`src/rtl/bus_seq_pkg.sv`:
```
package bus_seq_pkg;

    localparam int DATA_W     = 8;
    localparam int ADDR_W     = 16;
    localparam int SEL_W      = 3;
    localparam int PH_PER_MC  = 8;   // phases per machine cycle
    localparam int BASE_MC    = 2;   // machine cycles at S = 0
    localparam int MAX_PH     = PH_PER_MC * (BASE_MC + (2 ** SEL_W) - 1);
    localparam int PH_W       = $clog2(MAX_PH + 1);

    // profile constants, in phases
    localparam int ALE_TIGHT   = 3;
    localparam int ALE_RELAXED = 4;
    localparam int FALL_TIGHT  = 4;
    localparam int FALL_RELAX  = 6;
    localparam int LOW_TIGHT   = 4;
    localparam int HOLD_TIGHT  = 2;
    localparam int HOLD_RELAX  = 4;
    localparam int HI_START    = 1;
    localparam int LO_START    = 2;

    localparam logic [SEL_W-1:0] SEL_RESET = SEL_W'(1);

    typedef struct packed {
        logic [PH_W-1:0] ale_end;
        logic [PH_W-1:0] strobe_fall;
        logic [PH_W-1:0] strobe_rise;
        logic [PH_W-1:0] data_end;
        logic [PH_W-1:0] last;
    } prof_t;

    typedef struct packed {
        logic              we;
        logic [ADDR_W-1:0] addr;
        logic [DATA_W-1:0] wdata;
        logic [SEL_W-1:0]  sel;
    } xfer_t;

    function automatic prof_t make_prof(input logic [SEL_W-1:0] sel);
        prof_t p;
        int    s;
        int    fall;
        int    rise;
        logic  tight;
        s      = int'(sel);
        tight  = (sel == '0);
        fall   = tight ? FALL_TIGHT : FALL_RELAX;
        rise   = fall + (tight ? LOW_TIGHT : PH_PER_MC * s);
        p.ale_end     = PH_W'(tight ? ALE_TIGHT : ALE_RELAXED);
        p.strobe_fall = PH_W'(fall);
        p.strobe_rise = PH_W'(rise);
        p.data_end    = PH_W'(rise + (tight ? HOLD_TIGHT : HOLD_RELAX));
        p.last        = PH_W'(PH_PER_MC * (BASE_MC + s) - 1);
        return p;
    endfunction

endpackage

```
`src/rtl/bus_seq_cfg.sv`:
```
module bus_seq_cfg
    import bus_seq_pkg::*;
(
    input  logic             clk,
    input  logic             rst,
    input  logic             wr_en,
    input  logic [SEL_W-1:0] wr_val,
    output logic [SEL_W-1:0] sel_q
);

    always_ff @(posedge clk) begin
        if (rst) begin
            sel_q <= SEL_RESET;
        end else if (wr_en) begin
            sel_q <= wr_val;
        end
    end

endmodule

```
`src/rtl/bus_seq_ctl.sv`:
```
module bus_seq_ctl
    import bus_seq_pkg::*;
(
    input  logic              clk,
    input  logic              rst,
    input  logic              req,
    input  logic              we,
    input  logic [ADDR_W-1:0] addr,
    input  logic [DATA_W-1:0] wdata,
    input  logic [SEL_W-1:0]  sel_cfg,
    input  logic [PH_W-1:0]   last_ph,
    output logic              active,
    output logic [PH_W-1:0]   phase,
    output xfer_t             cur
);

    always_ff @(posedge clk) begin
        if (rst) begin
            active <= 1'b0;
            phase  <= '0;
            cur    <= '0;
        end else if (!active) begin
            if (req) begin
                active    <= 1'b1;
                phase     <= '0;
                cur.we    <= we;
                cur.addr  <= addr;
                cur.wdata <= wdata;
                cur.sel   <= sel_cfg;
            end
        end else if (phase == last_ph) begin
            active <= 1'b0;
            phase  <= '0;
        end else begin
            phase <= phase + PH_W'(1);
        end
    end

endmodule

```
`src/rtl/bus_seq_drive.sv`:
```
module bus_seq_drive
    import bus_seq_pkg::*;
(
    input  logic              clk,
    input  logic              rst,
    input  logic              active,
    input  logic [PH_W-1:0]   phase,
    input  xfer_t             cur,
    input  prof_t             prof,
    input  logic [DATA_W-1:0] ad_i,
    output logic              ale,
    output logic              rd_n,
    output logic              wr_n,
    output logic              done,
    output logic [DATA_W-1:0] a_hi,
    output logic [DATA_W-1:0] ad_o,
    output logic              ad_oe,
    output logic [DATA_W-1:0] rdata
);

    logic strobe_win;
    logic lo_win;
    logic dat_win;
    logic capture;

    always_comb begin
        strobe_win = active && (phase >= prof.strobe_fall) && (phase < prof.strobe_rise);
        lo_win     = active && (phase >= PH_W'(LO_START)) && (phase < prof.strobe_fall);
        dat_win    = active && cur.we && (phase >= prof.strobe_fall) && (phase < prof.data_end);
        capture    = active && !cur.we && (phase == prof.strobe_rise - PH_W'(1));

        ale   = active && (phase < prof.ale_end);
        rd_n  = !(strobe_win && !cur.we);
        wr_n  = !(strobe_win && cur.we);
        done  = active && (phase == prof.last);
        a_hi  = (active && phase >= PH_W'(HI_START)) ? cur.addr[ADDR_W-1 -: DATA_W] : '0;
        ad_oe = lo_win || dat_win;
        if (lo_win) begin
            ad_o = cur.addr[DATA_W-1:0];
        end else if (dat_win) begin
            ad_o = cur.wdata;
        end else begin
            ad_o = '0;
        end
    end

    always_ff @(posedge clk) begin
        if (rst) begin
            rdata <= '0;
        end else if (capture) begin
            rdata <= ad_i;
        end
    end

endmodule

```
`src/rtl/bus_stretch_seq.sv`:
```
module bus_stretch_seq
    import bus_seq_pkg::*;
(
    input  logic              clk,
    input  logic              rst,
    input  logic              req,
    input  logic              we,
    input  logic [ADDR_W-1:0] addr,
    input  logic [DATA_W-1:0] wdata,
    output logic [DATA_W-1:0] rdata,
    output logic              done,
    output logic              busy,
    input  logic              cfg_we,
    input  logic [SEL_W-1:0]  cfg_stretch,
    output logic              ale,
    output logic              rd_n,
    output logic              wr_n,
    output logic [DATA_W-1:0] a_hi,
    output logic [DATA_W-1:0] ad_o,
    output logic              ad_oe,
    input  logic [DATA_W-1:0] ad_i
);

    logic [SEL_W-1:0] sel_cfg;
    logic [SEL_W-1:0] cur_sel;
    logic [PH_W-1:0]  phase;
    logic             active;
    xfer_t            cur;
    prof_t            prof;

    assign cur_sel = cur.sel;
    assign prof    = make_prof(cur.sel);
    assign busy    = active;

    bus_seq_cfg u_cfg (
        .clk    (clk),
        .rst    (rst),
        .wr_en  (cfg_we),
        .wr_val (cfg_stretch),
        .sel_q  (sel_cfg)
    );

    bus_seq_ctl u_ctl (
        .clk     (clk),
        .rst     (rst),
        .req     (req),
        .we      (we),
        .addr    (addr),
        .wdata   (wdata),
        .sel_cfg (sel_cfg),
        .last_ph (prof.last),
        .active  (active),
        .phase   (phase),
        .cur     (cur)
    );

    bus_seq_drive u_drive (
        .clk    (clk),
        .rst    (rst),
        .active (active),
        .phase  (phase),
        .cur    (cur),
        .prof   (prof),
        .ad_i   (ad_i),
        .ale    (ale),
        .rd_n   (rd_n),
        .wr_n   (wr_n),
        .done   (done),
        .a_hi   (a_hi),
        .ad_o   (ad_o),
        .ad_oe  (ad_oe),
        .rdata  (rdata)
    );

endmodule

```
`config.mk`:
```
export PLATFORM = sky130hd
export DESIGN_NAME = bus_stretch_seq
export DESIGN_NICKNAME = d
export VERILOG_FILES = /design/src/rtl/bus_seq_pkg.sv /design/src/rtl/bus_seq_cfg.sv /design/src/rtl/bus_seq_ctl.sv /design/src/rtl/bus_seq_drive.sv /design/src/rtl/bus_stretch_seq.sv
export SDC_FILE = /design/constraint.sdc
export NUM_CORES = 1
export LEC_CHECK = 0
export ABC_AREA = 1
export BUFFER_PORTS_ARGS = -buffer_cell sky130_fd_sc_hd__buf_2
export CELL_PAD_IN_SITES_DETAIL_PLACEMENT = 0
export CELL_PAD_IN_SITES_GLOBAL_PLACEMENT = 1
export CORE_UTILIZATION = 30
export CTS_BUF_LIST = sky130_fd_sc_hd__clkbuf_16
export CTS_CLUSTER_DIAMETER = 80
export DETAILED_ROUTE_END_ITERATION = 10
export GPL_TIMING_DRIVEN = 0
export PLACE_DENSITY = 0.69
export SYNTH_ARGS = -nofsm -noshare
export SYNTH_HDL_FRONTEND = slang
export SYNTH_HIERARCHICAL = 1
export SYNTH_SLANG_ARGS = --single-unit
export TNS_END_PERCENT = 50
```
`constraint.sdc`:
```
create_clock -name clk -period 4.8 [get_ports clk]
set_input_delay 0.96 -clock clk [delete_from_list [all_inputs] [get_ports clk]]
set_output_delay 0.96 -clock clk [all_outputs]
set_load 0.01 [all_outputs]
```
==> flow_metrics.py, run 1 <==
metrics = {
    "floorplanning": {
        "die_w_um": 108,
        "core_area_sq_mm": 0.0109,
        "die_h_um": 108,
        "start_util_pct": 31.0,
        "placementRows": 38,
        "die_area_sq_mm": 0.0117,
        "io_pins": 70,
    },
    "logic_synthesis": {
        "synthCells": 517,
        "synth_largest_area_cell": "dfxtp_1",
        "synth-seq-cells": 47,
        "synth_xor_area_share_pct": 2.07,
        "ys_warn_count": 6,
        "synthMuxAreaShare_pct": 0,
        "yosysMostFrequentCell": "nand2_1",
        "netlist.area_leader.share_pct": 27.7,
        "yosys_most_used_dff": "dfxtp_1",
        "synthTopCellsByCount": "102 x nand2_1, 88 x nor2_1, 77 x inv_1",
        "synthTopCellsByArea": "dfxtp_1 28%, ha_1 12%, nand2_1 11%",
        "synth_async_sr_flop_share_pct": 0,
        "yosysUniqueCellTypes": 32,
        "synth_top_family_by_area": "simple AND/OR/NAND/NOR gates",
        "synth_compound_area_share_pct": 13.4,
        "synth_area_sq_mm": 0.00339,
        "synth_edf_count": 0,
        "synth_fa_ha_area_share_pct": 12.2,
        "yosys.area_share.simple_pct": 32.5,
        "synth_seq_area_share_pct": 27.7,
        "syn_area_per_cell_sq_um": 6.56,
    },
    "sta": {
        "fin_hold_ws_ns": 0.475,
        "min_period_ns": 4.16,
        "rsz0062_at_grt": "false",
        "max_freq_mhz": 241,
        "worst_pin_slew_ns": 0.644,
        "fin_skew_ns": 0.00966,
        "maxSlewHeadroom_pct": 56.8,
        "hold_viol_final": 0,
        "setup-violations-final": 0,
        "timing.final.crit_share_pct": 86.6,
        "setup-tns-final_ns": 0,
        "fin_ws_ns": 0.643,
        "final_max_slew_viol_count": 0,
    },
    "hold_path": {
        "hp-class": "register to register",
    },
    "cts": {
        "cts.clk_slew.worst_paths_ns": 0.07,
        "htree_levels": 2,
        "cts_hold_buf": 0,
        "cts_made_buffers": 5,
        "clk_path_buf_depth": 2,
        "ctsRootBufferMaster": "clkbuf_16",
        "cts_tree": "done",
        "cts_sinks": 47,
        "cts_resized": 0,
        "clk_latency_ns": 0.29,
        "postCtsSetupBuffers": 0,
    },
    "power_and_ir_drop": {
        "intPower_uw": 700,
        "power_frac_clock_pct": 35.3,
        "switching_share_pct": 31.7,
        "power_frac_seq_pct": 42.4,
        "comb_power_share_pct": 22.3,
        "total_power_uw": 1020,
        "pwr_density_cell_mw_per_mm2": 246,
        "leakagePower_uw": 0.00213,
        "vdd_drop_max_v": 0.000135,
        "switchingPower_uw": 325,
    },
    "global_routing": {
        "grt.overflow.total": 0,
        "grt_pass1_vias": 3211,
        "grt_pass1_wl_um": 14600,
        "antenna_found_initial": 0,
        "grt_util_all_layers_pct": 15.6,
        "grt_max_degree": 18,
    },
    "drt": {
        "vias_per_cell": 4.44,
        "wl_um": 8650,
        "drt_iter0_drc": 169,
        "vias": 3381,
        "drtAntennaViolNets": 0,
        "wl_per_cell_um": 11.4,
        "drc": 0,
        "first_pass_iters": 4,
    },
    "cells_and_area": {
        "layout-drive-gt1-share_pct": 19.2,
        "antenna_cells": 0,
        "final_core_util_pct": 38.1,
        "area_delta_synth_final_pct": 22.8,
        "nets": 693,
    },
    "setup_path": {
        "endpoint_kind": "primary output",
        "crit_required_ns": 3.84,
        "cp-start-kind": "register",
        "crit_fanout": 11,
        "path_class": "register to primary output",
        "cp.arrival_ns": 3.20,
    },
    "status": {
        "status": "completed",
    },
    "placement": {
        "port_buffers": 69,
        "dp_worst_setup_slack_ns": 0.806,
        "dpl.hpwl_um": 6490,
        "gp_congestion": 0.733,
    },
    "job": {
        "maxCapViolCount": 0,
    },
}
layer usage:
metal	vias up	track usage, %	routed length, um	share of wire, %
li1	1814	-	-	-
met1	1492	19.9	4240	49
met2	69	26.9	3970	46
met3	6	3.01	372	4.3
met4	0	3.96	66	0.76
met5	-	0	0	0
layout make-up:
cell class,count,area [sq um]
tap,140,175
buffer,12,95.1
sequential,47,941
multi-input combinational,403,2150
clock inverter,3,27.5
clock buffer,5,125
timing repair buffer,69,345
fill,1208,6770
inverter,82,308
sequential cells by signal, indices dropped and copies added (netlist names):
signal         count
u_drive/rdata      8
u_ctl/cur         28
u_cfg/sel_q        3
u_ctl/active       1
u_ctl/phase        7
final timing paths:
| path | slack (ns) | start | endpoint | depth (start not counted) |
|---|---|---|---|---|
| worst max-delay path | 0.64 | u_ctl/cur[0]$_SDFFE_PP0P_ | ad_o[3] | 14 |
| worst min-delay path | 0.47 | u_cfg/sel_q[1]$_SDFFE_PP0P_ | u_cfg/sel_q[1]$_SDFFE_PP0P_ | 2 |
| worst max register to register | 2.03 | u_ctl/cur[0]$_SDFFE_PP0P_ | u_drive/rdata[4]$_SDFFE_PP0P_ | 18 |
| worst min register to register | 0.47 | u_cfg/sel_q[1]$_SDFFE_PP0P_ | u_cfg/sel_q[1]$_SDFFE_PP0P_ | 2 |
cell usage in the layout (no fill, tap or decap):
cell        count
a21oi_1        27
a21oi_2         5
a221oi_1        1
and3_1          1
buf_2          70
buf_4           3
buf_6           5
clkbuf_1        3
clkbuf_16       5
clkinvlp_4      1
conb_1         29
dfxtp_1        47
ha_1           33
inv_1          77
inv_2           5
inv_6           1
inv_8           1
nand2_1       102
nand2_2         2
nand2_4         2
nand3_1        27
nand3_2         6
nand4_1         5
nand4_2         1
nor2_1         88
nor2_2          7
nor2_4          4
nor3_1          2
nor3_2          1
o2111ai_1       1
o21a_1          1
o21ai_0        28
o21ai_1        21
o22ai_1         1
xnor2_1         4
xor2_1          4
worst max-delay path, cell delays in order (launching register included):
cell and delay, ns:
dfxtp_1 0.41, inv_1 0.19, ha_1 0.24, inv_1 0.12, nor2_4 0.07, inv_2 0.21, inv_1 0.07, ha_1 0.29
nand2_1 0.05, o21ai_0 0.14, nand2_1 0.10, nand3_1 0.16, nand4_1 0.37, o21ai_0 0.31, buf_2 0.18
through the flow:
stage | area (sq um) | instances
after floorplan | 3490 | 544
after global placement | 4010 | 753
after detailed placement | 4010 | 753
after CTS | 4170 | 761
after global routing | 4170 | 761
final | 4170 | 761
power by group through the flow:
stage	clock network (uW)	registers [uW]	logic, uW
6_report	361	435	228
5_1_grt	388	439	266
4_1_cts	379	435	230
3_5_place_dp	0	444	229
3_3_place_gp	0	443	224
2_1_floorplan	0	438	170
cell families after synthesis:
| kind of cell | count (synthesis) |
|---|---|
| compound gates | 85 |
| xor+xnor | 8 |
| fa+ha+maj | 33 |
| buf+inv | 94 |
| flops | 47 |
| other cells | 2 |
| simple gates | 248 |
No activity file was read; power rests on OpenSTA's default activity.
==> run 2, diff against run 1 <==
Settings changed: CORE_MARGIN set to 2, CORE_UTILIZATION 30 to 42, PLACE_DENSITY 0.69 to 0.91.
==> run 2 against run 1 <==
Against the previous run:
- routed wire length fell by 6.0%
- global-route usage rose by 3.7 points
- register-to-register slack improved by 0.08 ns
- via count rose by 0.71%
- final area fell by 0.78%
- critical path type unchanged
- largest cell class unchanged
==> flow_metrics.py, run 2 (same netlist as run 1, synthesis figures left out) <==
metrics = {
    "status": {
        "status": "completed",
    },
    "sta": {
        "fin_skew_ns": 0.00577,
        "final_max_slew_viol_count": 0,
        "min_period_ns": 4.10,
        "rsz0062_at_grt": "false",
        "max_freq_mhz": 244,
        "hold_viol_final": 0,
        "setup-tns-final_ns": 0,
        "timing.final.crit_share_pct": 85.4,
        "worst_pin_slew_ns": 0.816,
        "maxSlewHeadroom_pct": 45.2,
        "setup-violations-final": 0,
    },
    "setup_path": {
        "crit_required_ns": 3.84,
        "crit_fanout": 11,
        "endpoint_kind": "primary output",
        "cpMaxStageDelayCell": "dfxtp_1",
        "reg2reg_depth": 18,
        "timing.rr.end": "u_drive/rdata[5]$_SDFFE_PP0P_",
        "path_class": "register to primary output",
        "path_cells": "inv_1 -> ha_1 -> inv_1 -> nor2_4 -> inv_2 -> inv_1 -> ha_1 -> nand2_1 -> o21ai_0 -> nand2_1 -> nand3_1 -> nand4_1 -> o21ai_0 -> buf_2",
        "cp.arrival_ns": 3.14,
        "crit_end": "ad_o[2]",
        "cp-start-kind": "register",
        "cp_common_cell": "inv_1",
        "timing.rr.start": "u_ctl/cur[0]$_SDFFE_PP0P_",
        "crit_start": "u_ctl/cur[0]$_SDFFE_PP0P_",
        "r2r_setup_slack_ns": 2.11,
        "slowest_delay_ns": 0.40,
    },
    "cells_and_area": {
        "regMostFlops": "u_ctl/cur",
        "final_core_util_pct": 53.2,
        "final_common_cell": "nand2_1",
        "reg_top3": "u_ctl/cur (28), u_drive/rdata (8), u_ctl/phase (7)",
        "multi_input_area_sq_mm": 0.00215,
        "antenna_cells": 0,
        "nets": 693,
        "layout_common_cells": "102 x nand2_1, 88 x nor2_1, 77 x inv_1, 70 x buf_2, 47 x dfxtp_1",
        "layout-drive-gt1-share_pct": 19.0,
        "seq_area_sq_um": 941,
        "largest_reg_flops": 28,
        "final_area_sq_mm": 0.00413,
        "area_delta_synth_final_pct": 21.9,
        "fillers": 807,
    },
    "cts": {
        "postCtsSetupBuffers": 0,
        "htree_levels": 2,
        "ctsRootBufferMaster": "clkbuf_16",
        "cts_resized": 0,
        "cts_made_buffers": 5,
        "cts_sinks": 47,
        "cts_hold_buf": 0,
        "clk_path_buf_depth": 2,
        "clk_latency_ns": 0.29,
        "cts_tree": "done",
        "cts.clk_slew.worst_paths_ns": 0.06,
    },
    "global_routing": {
        "grt_pass1_wl_um": 14000,
        "grt_pass1_vias": 3205,
        "grt_util_all_layers_pct": 19.4,
        "grt_max_degree": 16,
        "antenna_found_initial": 0,
        "grt.overflow.total": 0,
    },
    "placement": {
        "postPlaceCellArea_sq_mm": 0.00397,
        "gp_congestion": 0.805,
        "dpl.hpwl_um": 6170,
        "port_buffers": 69,
    },
    "floorplanning": {
        "placementRows": 32,
        "die_w_um": 93.9,
        "io_pins": 70,
        "core_area_sq_mm": 0.00777,
        "die_h_um": 93.9,
        "die_area_sq_mm": 0.00881,
        "start_util_pct": 43.7,
    },
    "drt": {
        "vias_per_cell": 4.71,
        "drt_iter0_drc": 100,
        "vias": 3405,
        "first_pass_iters": 4,
        "drtAntennaViolNets": 0,
        "wl_per_cell_um": 11.2,
        "wl_um": 8130,
        "drc": 0,
    },
    "job": {
        "maxCapViolCount": 0,
    },
    "power_and_ir_drop": {
        "pwr_density_cell_mw_per_mm2": 256,
        "leakagePower_uw": 0.00214,
        "total_power_uw": 1060,
        "vdd_drop_max_v": 0.000184,
    },
    "hold_path": {
        "hp-class": "register to register",
        "hold_depth": 2,
    },
}
## run 2: final cells by class
cell class                 instances  share of cell area (%)
timing repair buffer              69                    8.35
tap                              102                    3.09
clock buffer                       5                    3.03
multi-input combinational        403                    52.0
clock inverter                     3                    1.03
buffer                            12                    2.30
sequential                        47                    22.8
inverter                          82                    7.45
## run 2: routing by layer
| metal | track usage, % | share of wire [%] |
|---|---|---|
| met5 | 0 | 0 |
| met4 | 4.11 | 0.95 |
| met3 | 4.01 | 4.8 |
| met2 | 34.6 | 49 |
| met1 | 24.0 | 45 |
## run 2: worst min path at each step
stage	startpoint	endpoint	slack (ns)
5_1_grt	u_drive/rdata[6]$_SDFFE_PP0P_	u_drive/rdata[6]$_SDFFE_PP0P_	0.51
6_report	u_cfg/sel_q[1]$_SDFFE_PP0P_	u_cfg/sel_q[1]$_SDFFE_PP0P_	0.47
4_1_cts	u_cfg/sel_q[1]$_SDFFE_PP0P_	u_cfg/sel_q[1]$_SDFFE_PP0P_	0.48
3_3_place_gp	u_cfg/sel_q[2]$_SDFFE_PP0P_	u_cfg/sel_q[2]$_SDFFE_PP0P_	0.46
2_1_floorplan	u_cfg/sel_q[0]$_SDFFE_PP1P_	u_cfg/sel_q[0]$_SDFFE_PP1P_	0.43
3_5_place_dp	u_cfg/sel_q[1]$_SDFFE_PP0P_	u_cfg/sel_q[1]$_SDFFE_PP0P_	0.47
## run 2: worst max-delay path: cells and delay by family, from the launching register on
family	cells	cell delay [ns]
compound gates	2	0.46
fa+ha+maj	2	0.53
buf+inv	5	0.72
flops	1	0.40
simple gates	5	0.74
## run 2: metrics by stage
stage / worst slack, ns / std cells / hold WS [ns]
floorplan: 1.64 / 544 / 0.429
global placement: 0.982 / 715 / 0.463
detailed placement: 0.964 / 715 / 0.468
finish: 0.702 / 723 / 0.474
CTS: 0.638 / 723 / 0.477
global route: 0.355 / 723 / 0.506
## run 2: power breakdown
part	switching [uW]	internal, uW	total, uW
combinational	140	87.0	227
clock	151	246	397
sequential	19.6	415	434
